===== src/rtl/strapPkg.sv =====
package strapPkg;

  typedef struct packed {
    logic queueN;
    logic quickStart;
    logic gfxDisable;
    logic legacyMem;
    logic freq100;
    logic mobileBuf;
  } strapSet_t;

  localparam int STRAP_W = $bits(strapSet_t);

  localparam strapSet_t STRAP_DEFAULT = '{
    queueN:     1'b1,
    quickStart: 1'b0,
    gfxDisable: 1'b0,
    legacyMem:  1'b0,
    freq100:    1'b0,
    mobileBuf:  1'b0
  };

  typedef struct packed {
    logic clear;
    logic capture;
    logic live;
    logic driveWindow;
  } ctrlStrobe_t;

endpackage


===== src/rtl/strapCtrl.sv =====
module strapCtrl
  import strapPkg::*;
#(
  parameter int HOLD_CLKS = 2
) (
  input  logic        clk,
  input  logic        sysRstN,
  input  logic        cpuRstN,
  output ctrlStrobe_t strobe
);

  localparam int CNT_W = $clog2(HOLD_CLKS + 1);

  logic             sysRstQ;
  logic             cpuRstQ;
  logic             capValid;
  logic [CNT_W-1:0] holdCnt;

  always_ff @(posedge clk) begin
    sysRstQ <= sysRstN;
    cpuRstQ <= cpuRstN;
  end

  always_ff @(posedge clk) begin
    if (!sysRstN) begin
      capValid <= 1'b0;
      holdCnt  <= '0;
    end else begin
      if (!sysRstQ) capValid <= 1'b1;
      if (!cpuRstQ) holdCnt <= CNT_W'(HOLD_CLKS);
      else if (holdCnt != '0) holdCnt <= holdCnt - 1'b1;
    end
  end

  always_comb begin
    strobe.clear       = !sysRstN;
    strobe.capture     = sysRstN && !sysRstQ;
    strobe.live        = capValid;
    strobe.driveWindow = capValid && (!cpuRstQ || (holdCnt != '0));
  end

  // capture is a single-cycle event per reset release
  p_capture_once_r2: assert property (@(posedge clk) disable iff (!sysRstN)
    strobe.capture |=> !strobe.capture);

  // processor reset held low after capture keeps the window open
  p_window_in_reset_r6: assert property (@(posedge clk) disable iff (!sysRstN)
    (capValid && $past(capValid) && !$past(cpuRstN)) |-> strobe.driveWindow);

  // no window before capture
  p_no_window_early_r6: assert property (@(posedge clk) disable iff (!sysRstN)
    !capValid |-> !strobe.driveWindow);

endmodule


===== src/rtl/strapDatapath.sv =====
module strapDatapath
  import strapPkg::*;
#(
  parameter int SYNC_STAGES = 2
) (
  input  logic        clk,
  input  strapSet_t   strapRaw,
  input  logic        redirectIn,
  input  ctrlStrobe_t strobe,
  output strapSet_t   capCfg,
  output logic        addr7DriveEn,
  output logic        addr15DriveEn,
  output logic        gfxIsolate,
  output logic        memIsolate,
  output logic        strapError
);

  strapSet_t syncPipe [SYNC_STAGES];
  logic      illegalCombo;

  always_ff @(posedge clk) syncPipe[0] <= strapRaw;

  for (genvar g = 1; g < SYNC_STAGES; g++) begin : g_sync
    always_ff @(posedge clk) syncPipe[g] <= syncPipe[g-1];
  end

  always_ff @(posedge clk) begin
    if (strobe.clear) capCfg <= STRAP_DEFAULT;
    else if (strobe.capture) capCfg <= syncPipe[SYNC_STAGES-1];
  end

  always_comb begin
    illegalCombo = (capCfg.legacyMem && !capCfg.gfxDisable) ||
                   (!capCfg.legacyMem && redirectIn);
  end

  always_ff @(posedge clk) begin
    if (strobe.clear) strapError <= 1'b0;
    else if (strobe.live && illegalCombo) strapError <= 1'b1;
  end

  always_comb begin
    addr7DriveEn  = strobe.driveWindow && !capCfg.queueN;
    addr15DriveEn = strobe.driveWindow && capCfg.quickStart;
    gfxIsolate    = capCfg.gfxDisable || capCfg.legacyMem;
    memIsolate    = capCfg.legacyMem;
  end

  // captured bits only move on a capture or a clear
  p_cfg_stable_r3: assert property (@(posedge clk) disable iff (strobe.clear)
    !strobe.capture |=> $stable(capCfg));

  // error flag is sticky until system reset
  p_err_sticky_r9: assert property (@(posedge clk) disable iff (strobe.clear)
    strapError |=> strapError);

endmodule


===== src/rtl/strapCapture.sv =====
module strapCapture
  import strapPkg::*;
#(
  parameter int SYNC_STAGES = 2,
  parameter int HOLD_CLKS   = 2
) (
  input  logic clk,
  input  logic sysRstN,
  input  logic cpuRstN,
  input  logic strapQueueN,
  input  logic strapQuickStart,
  input  logic strapGfxDisable,
  input  logic strapLegacyMem,
  input  logic strapFreqSel,
  input  logic strapBufMode,
  input  logic redirectBit,
  output logic cfgQueueN,
  output logic cfgQuickStart,
  output logic cfgGfxDisable,
  output logic cfgLegacyMem,
  output logic cfgFreq100,
  output logic cfgMobileBuf,
  output logic addr7DriveEn,
  output logic addr15DriveEn,
  output logic gfxIsolate,
  output logic memIsolate,
  output logic strapError
);

  ctrlStrobe_t strobe;
  strapSet_t   strapRaw;
  strapSet_t   capCfg;

  always_comb begin
    strapRaw.queueN     = strapQueueN;
    strapRaw.quickStart = strapQuickStart;
    strapRaw.gfxDisable = strapGfxDisable;
    strapRaw.legacyMem  = strapLegacyMem;
    strapRaw.freq100    = strapFreqSel;
    strapRaw.mobileBuf  = strapBufMode;
  end

  strapCtrl #(.HOLD_CLKS(HOLD_CLKS)) uCtrl (
    .clk     (clk),
    .sysRstN (sysRstN),
    .cpuRstN (cpuRstN),
    .strobe  (strobe)
  );

  strapDatapath #(.SYNC_STAGES(SYNC_STAGES)) uData (
    .clk           (clk),
    .strapRaw      (strapRaw),
    .redirectIn    (redirectBit),
    .strobe        (strobe),
    .capCfg        (capCfg),
    .addr7DriveEn  (addr7DriveEn),
    .addr15DriveEn (addr15DriveEn),
    .gfxIsolate    (gfxIsolate),
    .memIsolate    (memIsolate),
    .strapError    (strapError)
  );

  assign cfgQueueN     = capCfg.queueN;
  assign cfgQuickStart = capCfg.quickStart;
  assign cfgGfxDisable = capCfg.gfxDisable;
  assign cfgLegacyMem  = capCfg.legacyMem;
  assign cfgFreq100    = capCfg.freq100;
  assign cfgMobileBuf  = capCfg.mobileBuf;

  // pin 7 never pulled while pipelined mode is selected
  p_pin7_gated_r4: assert property (@(posedge clk) disable iff (!sysRstN)
    cfgQueueN |-> !addr7DriveEn);

  // pin 15 never pulled in normal stop-clock mode
  p_pin15_gated_r5: assert property (@(posedge clk) disable iff (!sysRstN)
    !cfgQuickStart |-> !addr15DriveEn);

  // legacy memory mode always isolates the graphics port
  p_gfx_iso_legacy_r7: assert property (@(posedge clk) disable iff (!sysRstN)
    cfgLegacyMem |-> gfxIsolate);

  // nothing is driven while system reset holds
  p_quiet_in_reset_r1: assert property (@(posedge clk)
    (!sysRstN && $past(!sysRstN)) |-> !(addr7DriveEn || addr15DriveEn || strapError));

endmodule


===== config.mk =====
export PLATFORM = sky130hd
export DESIGN_NAME = strapCapture
export DESIGN_NICKNAME = d
export VERILOG_FILES = /design/src/rtl/strapPkg.sv /design/src/rtl/strapCtrl.sv /design/src/rtl/strapDatapath.sv /design/src/rtl/strapCapture.sv
export SDC_FILE = /design/constraint.sdc
export NUM_CORES = 1
export LEC_CHECK = 0
export BUFFER_PORTS_ARGS = -buffer_cell sky130_fd_sc_hd__buf_2
export CAP_MARGIN = 20
export CORE_MARGIN = 2
export CORE_UTILIZATION = 35
export DETAILED_ROUTE_END_ITERATION = 12
export PLACE_DENSITY = 0.6
export SYNTH_ARGS = -nofsm -noshare
export SYNTH_HDL_FRONTEND = slang
export SYNTH_SLANG_ARGS = --single-unit

===== constraint.sdc =====
create_clock -name clk -period 1.3 [get_ports clk]
set_input_delay 0.13 -clock clk [delete_from_list [all_inputs] [get_ports clk]]
set_output_delay 0.13 -clock clk [all_outputs]
set_load 0.02 [all_outputs]

# [Yosys cells after proc, flatten, opt, wreduce, memory -nomap -nowiden]
# Memories as Yosys holds them, arrays and structs flattened. A register that Yosys moved wholly into a read port is not among the register bits.
# Cells that the tools add are included.
[totals] memories=1 ram_bits=12 input_bits=10 wordCells=29 out_inout_bits=11 regBits=6
[op_classes] n_mux=2 n_addsub=1 reduce_logical=18 eq_ne=1
[mem_list] name="uData.syncPipe" depth=2 width=6 read_ports=2 rd_ports_with_merged_regs=1 wr=2 line="strapDatapath.sv:18" text="strapSet_t syncPipe [SYNC_STAGES];"
[ops] operator="1-bit logical AND" count=7
[ops] operator="1-bit zero test" count=6
[ops] operator="2-bit two-way mux" count=2
[ops] operator="1-bit logical OR" count=3
[ops] operator="2-bit != test (second input constant)" count=1
[ops] operator="2-bit AND reduction" count=1
[ops] operator="2-bit nonzero test" count=1
[ops] operator="2-bit by 1-bit subtractor with 2-bit output (second input constant)" count=1

# [Depth between registers and ports, before layout]
# Gate-level depths: netlist of the first run.
[logic_depth] depth_word=4 depth_mapped=3

# [Modules after synthesis]
# Synthesis of the first run repeated with hierarchy kept, for this count alone.
[unflattened] cells_unflattened=57 area_unflattened_um2=691.9
[modules_own_cells] module="strapDatapath" area_each_um2=538.0 cells_per_inst=41 seq_area_each_um2=380.4 n_inst=1
[modules_own_cells] module="strapCtrl" area_each_um2=153.9 cells_per_inst=16 seq_area_each_um2=100.1 n_inst=1

# [Worst setup path after synthesis of the first run]
# Ideal clock, no wire load.
[synth_timing] path_type="reg2out" start="register, netlist name uData.capCfg[5]" end="output addr7DriveEn" t_required_ns=1.170 setup_slack_ns=0.274 stages_incl_launch_ff=2 path_buffers=0 arrival_time_ns=0.896 path_cell_list="dfxtp_1 > nor3_1"
[synth_between] elab_chain_len=2
[synth_rtl] element="1-bit zero test" line="strapDatapath.sv:43" text="addr7DriveEn = strobe.driveWindow && !capCfg.queueN;"
[synth_rtl] element="1-bit logical AND" line="strapDatapath.sv:43"
[synth_rtl] element="end, declared" line="strapCapture.sv:23" text="output logic addr7DriveEn,"
# Every way passes these cells.

# [Worst setup path after layout of the first run]
[layout_timing] start="register uCtrl.cpuRstQ" end="output addr7DriveEn"
[layout_between] elab_chain_len=4
[layout_rtl] element="start, declared" line="strapCtrl.sv:15" text="logic cpuRstQ;"
[layout_rtl] element="start signal, assigned" line="strapCtrl.sv:21" text="cpuRstQ <= cpuRstN;"
[layout_rtl] element="1-bit zero test"
[layout_rtl] element="1-bit logical OR" line="strapCtrl.sv:39" text="strobe.driveWindow = capValid && (!cpuRstQ || (holdCnt != '0));"
[layout_rtl] element="1-bit logical AND" line="strapCtrl.sv:39"
[layout_rtl] element="1-bit logical AND" line="strapDatapath.sv:43"
# Every way passes these cells.

==> results.ini, run 1 <==
[placement]
portBuffers = 20
dp.cells = 97
gp_congestion = 0.682

[timing]
fin_tns_setup_ps = 0
fmax_ghz = 0.839
tightest_slew_ps = 350
finalCriticalPeriod_ps = 1190
fin_crit_sh_pct = 91.7
rsz0062_at_grt = false
setup_violations = 0
drv_slew = 0
finalClockSkew_ps = 0.614
hold_viol_final = 0
maxSlewHeadroom_pct = 76.7

[worst_hold_path]
hold_path.class = in -> reg
min_path_cells = 1

[drt]
vias = 432
routedWlPerCell_um = 8.75
drc = 0
drtPass1Iterations = 2
vias_per_cell = 4.04
ant_nets = 0
routed_wl_um = 936
drtIter0Drc = 1

[yosys]
synth_area_leader_cell = dfxtp_1
synth_seq_cells = 24
netlist_instances = 55
yosys.cell_types.count = 15
synth_common_cells = dfxtp_1, mux2i_1, nor2b_1
synth_area_leaders = dfxtp_1, mux2i_1, nor2b_1, nor3_1, a21boi_1
synthArstFlopShare_pct = 0
yosys_warnings = 0
syn_area_um2 = 683
yosysMostFrequentCell = dfxtp_1
synth_flop_cell = dfxtp_1
yosysSeqAreaShare_pct = 70.3
synth.avg_cell_area_um2 = 12.4
yosysTopAreaCellShare_pct = 70.3
syn-num-nets = 65
synth-edff-count = 0

[power]
peakVddDrop_mv = 0.785
leakage_uw = 0.000417
pwr_density_cell_nw_per_um2 = 1350

[global_route]
globalRouteTotalUtil_pct = 8.63
grt_pass1_vias = 370
grt-ovfl-total = 0
grt_max_degree = 13
grt_pass1_wl_um = 1380
antenna_found_initial = 0

[finish]
n_fill_cell = 185
instances_no_fill = 107
final_util_pct = 49.8
syn_to_final_growth_pct = 30.0
ff_latch_area_um2 = 480
diodes = 0
layout.nets = 94
drive_gt1_share_pct = 29.3
multi_input_area_um2 = 176

[run]
cap_viol_max_count = 0

[outcome]
outcome = finished clean

[cts]
cts_root_buf = clkbuf_4
clock_sinks = 24
clk_latency_ps = 290
cts_tree = done
cts_setup_buffers = 0
clk_pin_slew_ps = 110
htree_levels = 1
cts_made_buffers = 3
clockBufferDepth = 2

[critical_path]
crit_type = reg -> out
cp.required_ps = 1170
crit_path_end_kind = primary output
arrival_ps = 1060
r2r_cells = 2
start_kind = flip-flop
worstPathMaxFanout = 2

[die]
placementRows = 15
dieWidth_um = 48.2
io_pins = 21
coreArea_um2 = 1780
start_util_pct = 38.3
die_h_um = 48.2
fp.dieArea_um2 = 2320

-- registers in the layout, summed over array words and instances, names as in the netlist --
signal            cells
uCtrl.capValid        1
uData.capCfg          5
uCtrl.sysRstQ         1
uData.strapError      1
uCtrl.cpuRstQ         1
uCtrl.holdCnt         2
uData.syncPipe       12
uData.memIsolate      1
-- routing by layer --
metal	vias to the layer above	part of all wire, %	GRT usage, %
li1	232	-	-
met1	185	48	10.3
met2	13	45	13.2
met3	2	6.0	2.22
met4	0	0.85	6.49
met5	-	0	0
-- metrics by stage --
stage	hold WS (ps)	cell area, um2	worst slack (ps)	total power (uW)
floorplan	158	683	274	879
global placement	232	791	384	910
detailed placement	234	791	370	913
CTS	36.5	883	38.3	1230
global route	48.4	888	15.5	1260
finish	53.2	888	108	1200
-- final timing paths --
| check | start | to | slack [ps] |
|---|---|---|---|
| max reg2reg | uCtrl.sysRstQ$_DFF_P_ | uData.capCfg[3]$_SDFFE_PN0P_ | 360 |
| min reg2reg | uData.syncPipe[0][0]$_DFF_P_ | uData.syncPipe[1][0]$_DFF_P_ | 340 |
| min | sysRstN | uCtrl.sysRstQ$_DFF_P_ | 50 |
| max | uCtrl.cpuRstQ$_DFF_P_ | addr7DriveEn | 110 |
-- cell usage in the layout, fill, tap and decap left out, drive strengths merged --
cell         count
a21oi            1
dfxtp           24
or2              1
mux2i            6
a21boi           2
nand2            4
o21a             1
nor2b            5
clkbuf           3
nand2b           2
dlygate4sd3      7
buf             20
inv              2
nor3             3
nor2             1
-- logic make-up (layout without fill, tap and decap cells) --
logic type	count (synthesis)	after routing	share of synthesized area, %
AND/OR/NAND/NOR	16	16	12.3
multiplexers	6	6	8.79
flip-flops	24	24	70.3
buffers and inverters	5	32	4.58
AO/OA/AOI/OAI	4	4	4.03
-- timing repair --
action                                  4_1_cts  5_1_grt
hold buffers                                  7        0
resized for setup                             0        1
hold endpoints to repair                      7        0
endpoints found under the setup margin        0        2
-- report_power, final --
part           switching [uW]  total (uW)  internal (uW)
Sequential               22.1         799            776
Combinational            53.4         112           58.8
Clock                     185         293            108
-- cell type report --
cell class                      instances  share of cell area [%]
Multi-Input combinational cell         26                    19.9
Inverter                                2                   0.845
Timing Repair Buffer                   27                    19.2
Sequential cell                        24                    54.1
Tap cell                               25                    3.52
Clock buffer                            3                    2.54
-- worst max-delay path, cell delays in order, from the launching register on --
cell     delay, ps
dfxtp_1        330
inv_1           80
nor3_2          50
nor3_1         130
buf_2          190
Note: power is estimated with default switching activity, not from simulation.
==> inputs of run 2 (changes only) <==
--- a/config.mk
+++ b/config.mk
@@ -13,4 +13,5 @@
 export PLACE_DENSITY = 0.6
 export SYNTH_ARGS = -nofsm -noshare
 export SYNTH_HDL_FRONTEND = slang
+export SYNTH_HIERARCHICAL = 1
 export SYNTH_SLANG_ARGS = --single-unit
==> results.ini, run 2 <==
[timing]
tightest_slew_ps = 127
finalClockSkew_ps = 9.21
hold_viol_final = 0
finalCriticalPeriod_ps = 1360
fin_crit_sh_pct = 105
fin_tns_setup_ps = -119
setup_violations = 2
drv_slew = 0
rsz0062_at_grt = true
maxSlewHeadroom_pct = 91.3
fmax_ghz = 0.733
fin_ws_ps = -64.3

[finish]
top_regs = uData/syncPipe x12, uData/capCfg x5, uCtrl/holdCnt x2
final_common_cell = dfxtp_1
diodes = 0
drive_gt1_share_pct = 37.5
syn_to_final_growth_pct = 38.7
top_register = uData/syncPipe
layout.nets = 99
final_cell_mix = dfxtp_1, buf_2, dlygate4sd3_1
n_fill_cell = 186
largest_reg_flops = 12

[critical_path]
cp_num_buf_inv = 1
rr_endpoint = uData/capCfg[5]$_SDFFE_PP1P_
r2r_slack_ps = 330
crit_path_end_kind = primary output
cpPeakStageDelay_ps = 350
crit_type = reg -> out
cp.required_ps = 1170
worstPathMaxFanout = 3
arrival_ps = 1230
r2r_start = uCtrl/sysRstQ$_DFF_P_
crit_chain = o31a_1 -> and2_4 -> buf_6
path_delay_family = flip-flops
start_kind = flip-flop
slowest_stage = dfxtp_2
r2r_cells = 4

[power]
leakage_uw = 0.000446
total_power_uw = 1440
pwr_density_cell_nw_per_um2 = 1500
peakVddDrop_mv = 0.787

[drt]
drc = 0
drtIter0Drc = 5
vias = 457
vias_per_cell = 3.97
m1WireLength_um = 504
routedWlPerCell_um = 9.26
wl_met3_um = 33
routed_wl_um = 1070
dr_wl_met2_um = 520
drtPass1Iterations = 4
ant_nets = 0
topRoutingLayerUsed = met4

[cts]
clock_sinks = 24
clk_pin_slew_ps = 130
cts_tree = done
cts_made_buffers = 3
htree_levels = 1
clk_latency_ps = 310
cts_root_buf = clkbuf_4
cts_setup_buffers = 0
clockBufferDepth = 2

[global_route]
antenna_found_initial = 0
globalRouteTotalUtil_pct = 9.97
grt_pass1_wl_um = 1770
grt-ovfl-total = 0
grt_max_degree = 15
grt_pass1_vias = 453

[yosys]
yosysTopAreaCellShare_pct = 69.4
yosys_warnings = 6
yosysSeqAreaShare_pct = 69.4
synth_flop_cell = dfxtp_1
yosysMostFrequentCell = dfxtp_1
synth.avg_cell_area_um2 = 12.1
syn_area_um2 = 692
synth_common_cells = dfxtp_1, nor2_1, mux2i_1
yosys.cell_types.count = 17
synth_seq_cells = 24
synth-edff-count = 0
synth_area_leader_cell = dfxtp_1
synth_area_leaders = dfxtp_1, mux2i_1, nor2_1, and2b_1, buf_4
syn-num-nets = 67
synthArstFlopShare_pct = 0
netlist_instances = 57

[die]
fp.dieArea_um2 = 2350
coreArea_um2 = 1920
dieWidth_um = 48.5
io_pins = 21
start_util_pct = 36.0
placementRows = 16
die_h_um = 48.5

[worst_hold_path]
hold_start = redirectBit
hold_end = uData/strapError$_SDFFE_PP0P_
hold_path.class = in -> reg
min_path_cells = 4

[run]
cap_viol_max_count = 0

[placement]
portBuffers = 20
dp_hpwl_um = 677
gp_congestion = 0.637
dpl_worst_slack_ps = 270

[outcome]
outcome = complete, but fails checks
violations = setup timing

## run 2: worst reg2reg max path, stage by stage, from the launching register on
cell	delay, ps
dfxtp_1	330
nor2_1	100
buf_4	170
nor2b_1	60
a211o_1	210
## run 2: area by class of cell
class | count | area (um2) | area share [%]
clock inverter | 1 | 30.0 | 3.13
inverter | 4 | 15.0 | 1.56
sequential | 24 | 484 | 50.5
tap | 27 | 33.8 | 3.52
timing repair buffer | 30 | 201 | 21.0
multi-input combinational | 26 | 173 | 18.0
clock buffer | 3 | 22.5 | 2.35
## run 2: how the worst max path moves through the flow
| stage | slack [ps] | startpoint | depth (start not counted) | to |
|---|---|---|---|---|
| 3_3_place_gp | 280 | uCtrl/holdCnt[1]$_SDFFE_PN0P_ | 3 | addr15DriveEn |
| 5_1_grt | -120 | uCtrl/holdCnt[1]$_SDFFE_PN0P_ | 3 | addr7DriveEn |
| 2_1_floorplan | 320 | uData/memIsolate$_SDFFE_PP0P_ | 3 | uData/strapError$_SDFFE_PP0P_ |
| 4_1_cts | -80 | uCtrl/holdCnt[1]$_SDFFE_PN0P_ | 3 | addr15DriveEn |
| 6_report | -60 | uCtrl/holdCnt[1]$_SDFFE_PN0P_ | 3 | addr15DriveEn |
| 3_5_place_dp | 270 | uCtrl/holdCnt[1]$_SDFFE_PN0P_ | 3 | addr15DriveEn |
## run 2: power breakdown
group	internal [uW]	switching, uW	total (uW)
clock	312	211	522
combinational	63.6	58.0	122
sequential	776	17.2	793
## run 2: cells by family (layout without fill, tap and decap cells)
kind of cell,after synthesis,count (layout),synth area share (%)
compound gates,6,6,6.51
simple gates,15,15,10.8
flops,24,24,69.4
buf+inv,7,38,5.97
mux,5,5,7.23
## run 2: through the flow
step	util, %	instance area, um2	std cells	hold slack (ps)
2_1_floorplan	-	692	57	158
3_3_place_gp	42.4	815	103	232
3_5_place_dp	42.4	815	103	234
4_1_cts	49.8	957	115	196
5_1_grt	49.9	960	115	238
6_report	49.9	960	115	204
## run 2: layer usage
layer / track usage [%] / vias to the layer above
li1: - / 240
met2: 16.4 / 12
met3: 1.85 / 2
met4: 7.14 / 0
met5: 0 / -
met1: 11.7 / 203
## run 2: repair_timing
| item | in CTS | in global routing |
|---|---|---|
| endpoints found under the hold margin | 8 | 0 |
| hold buffers | 8 | 0 |
| setup endpoints to repair | 2 | 3 |
| resized for setup | 4 | 2 |
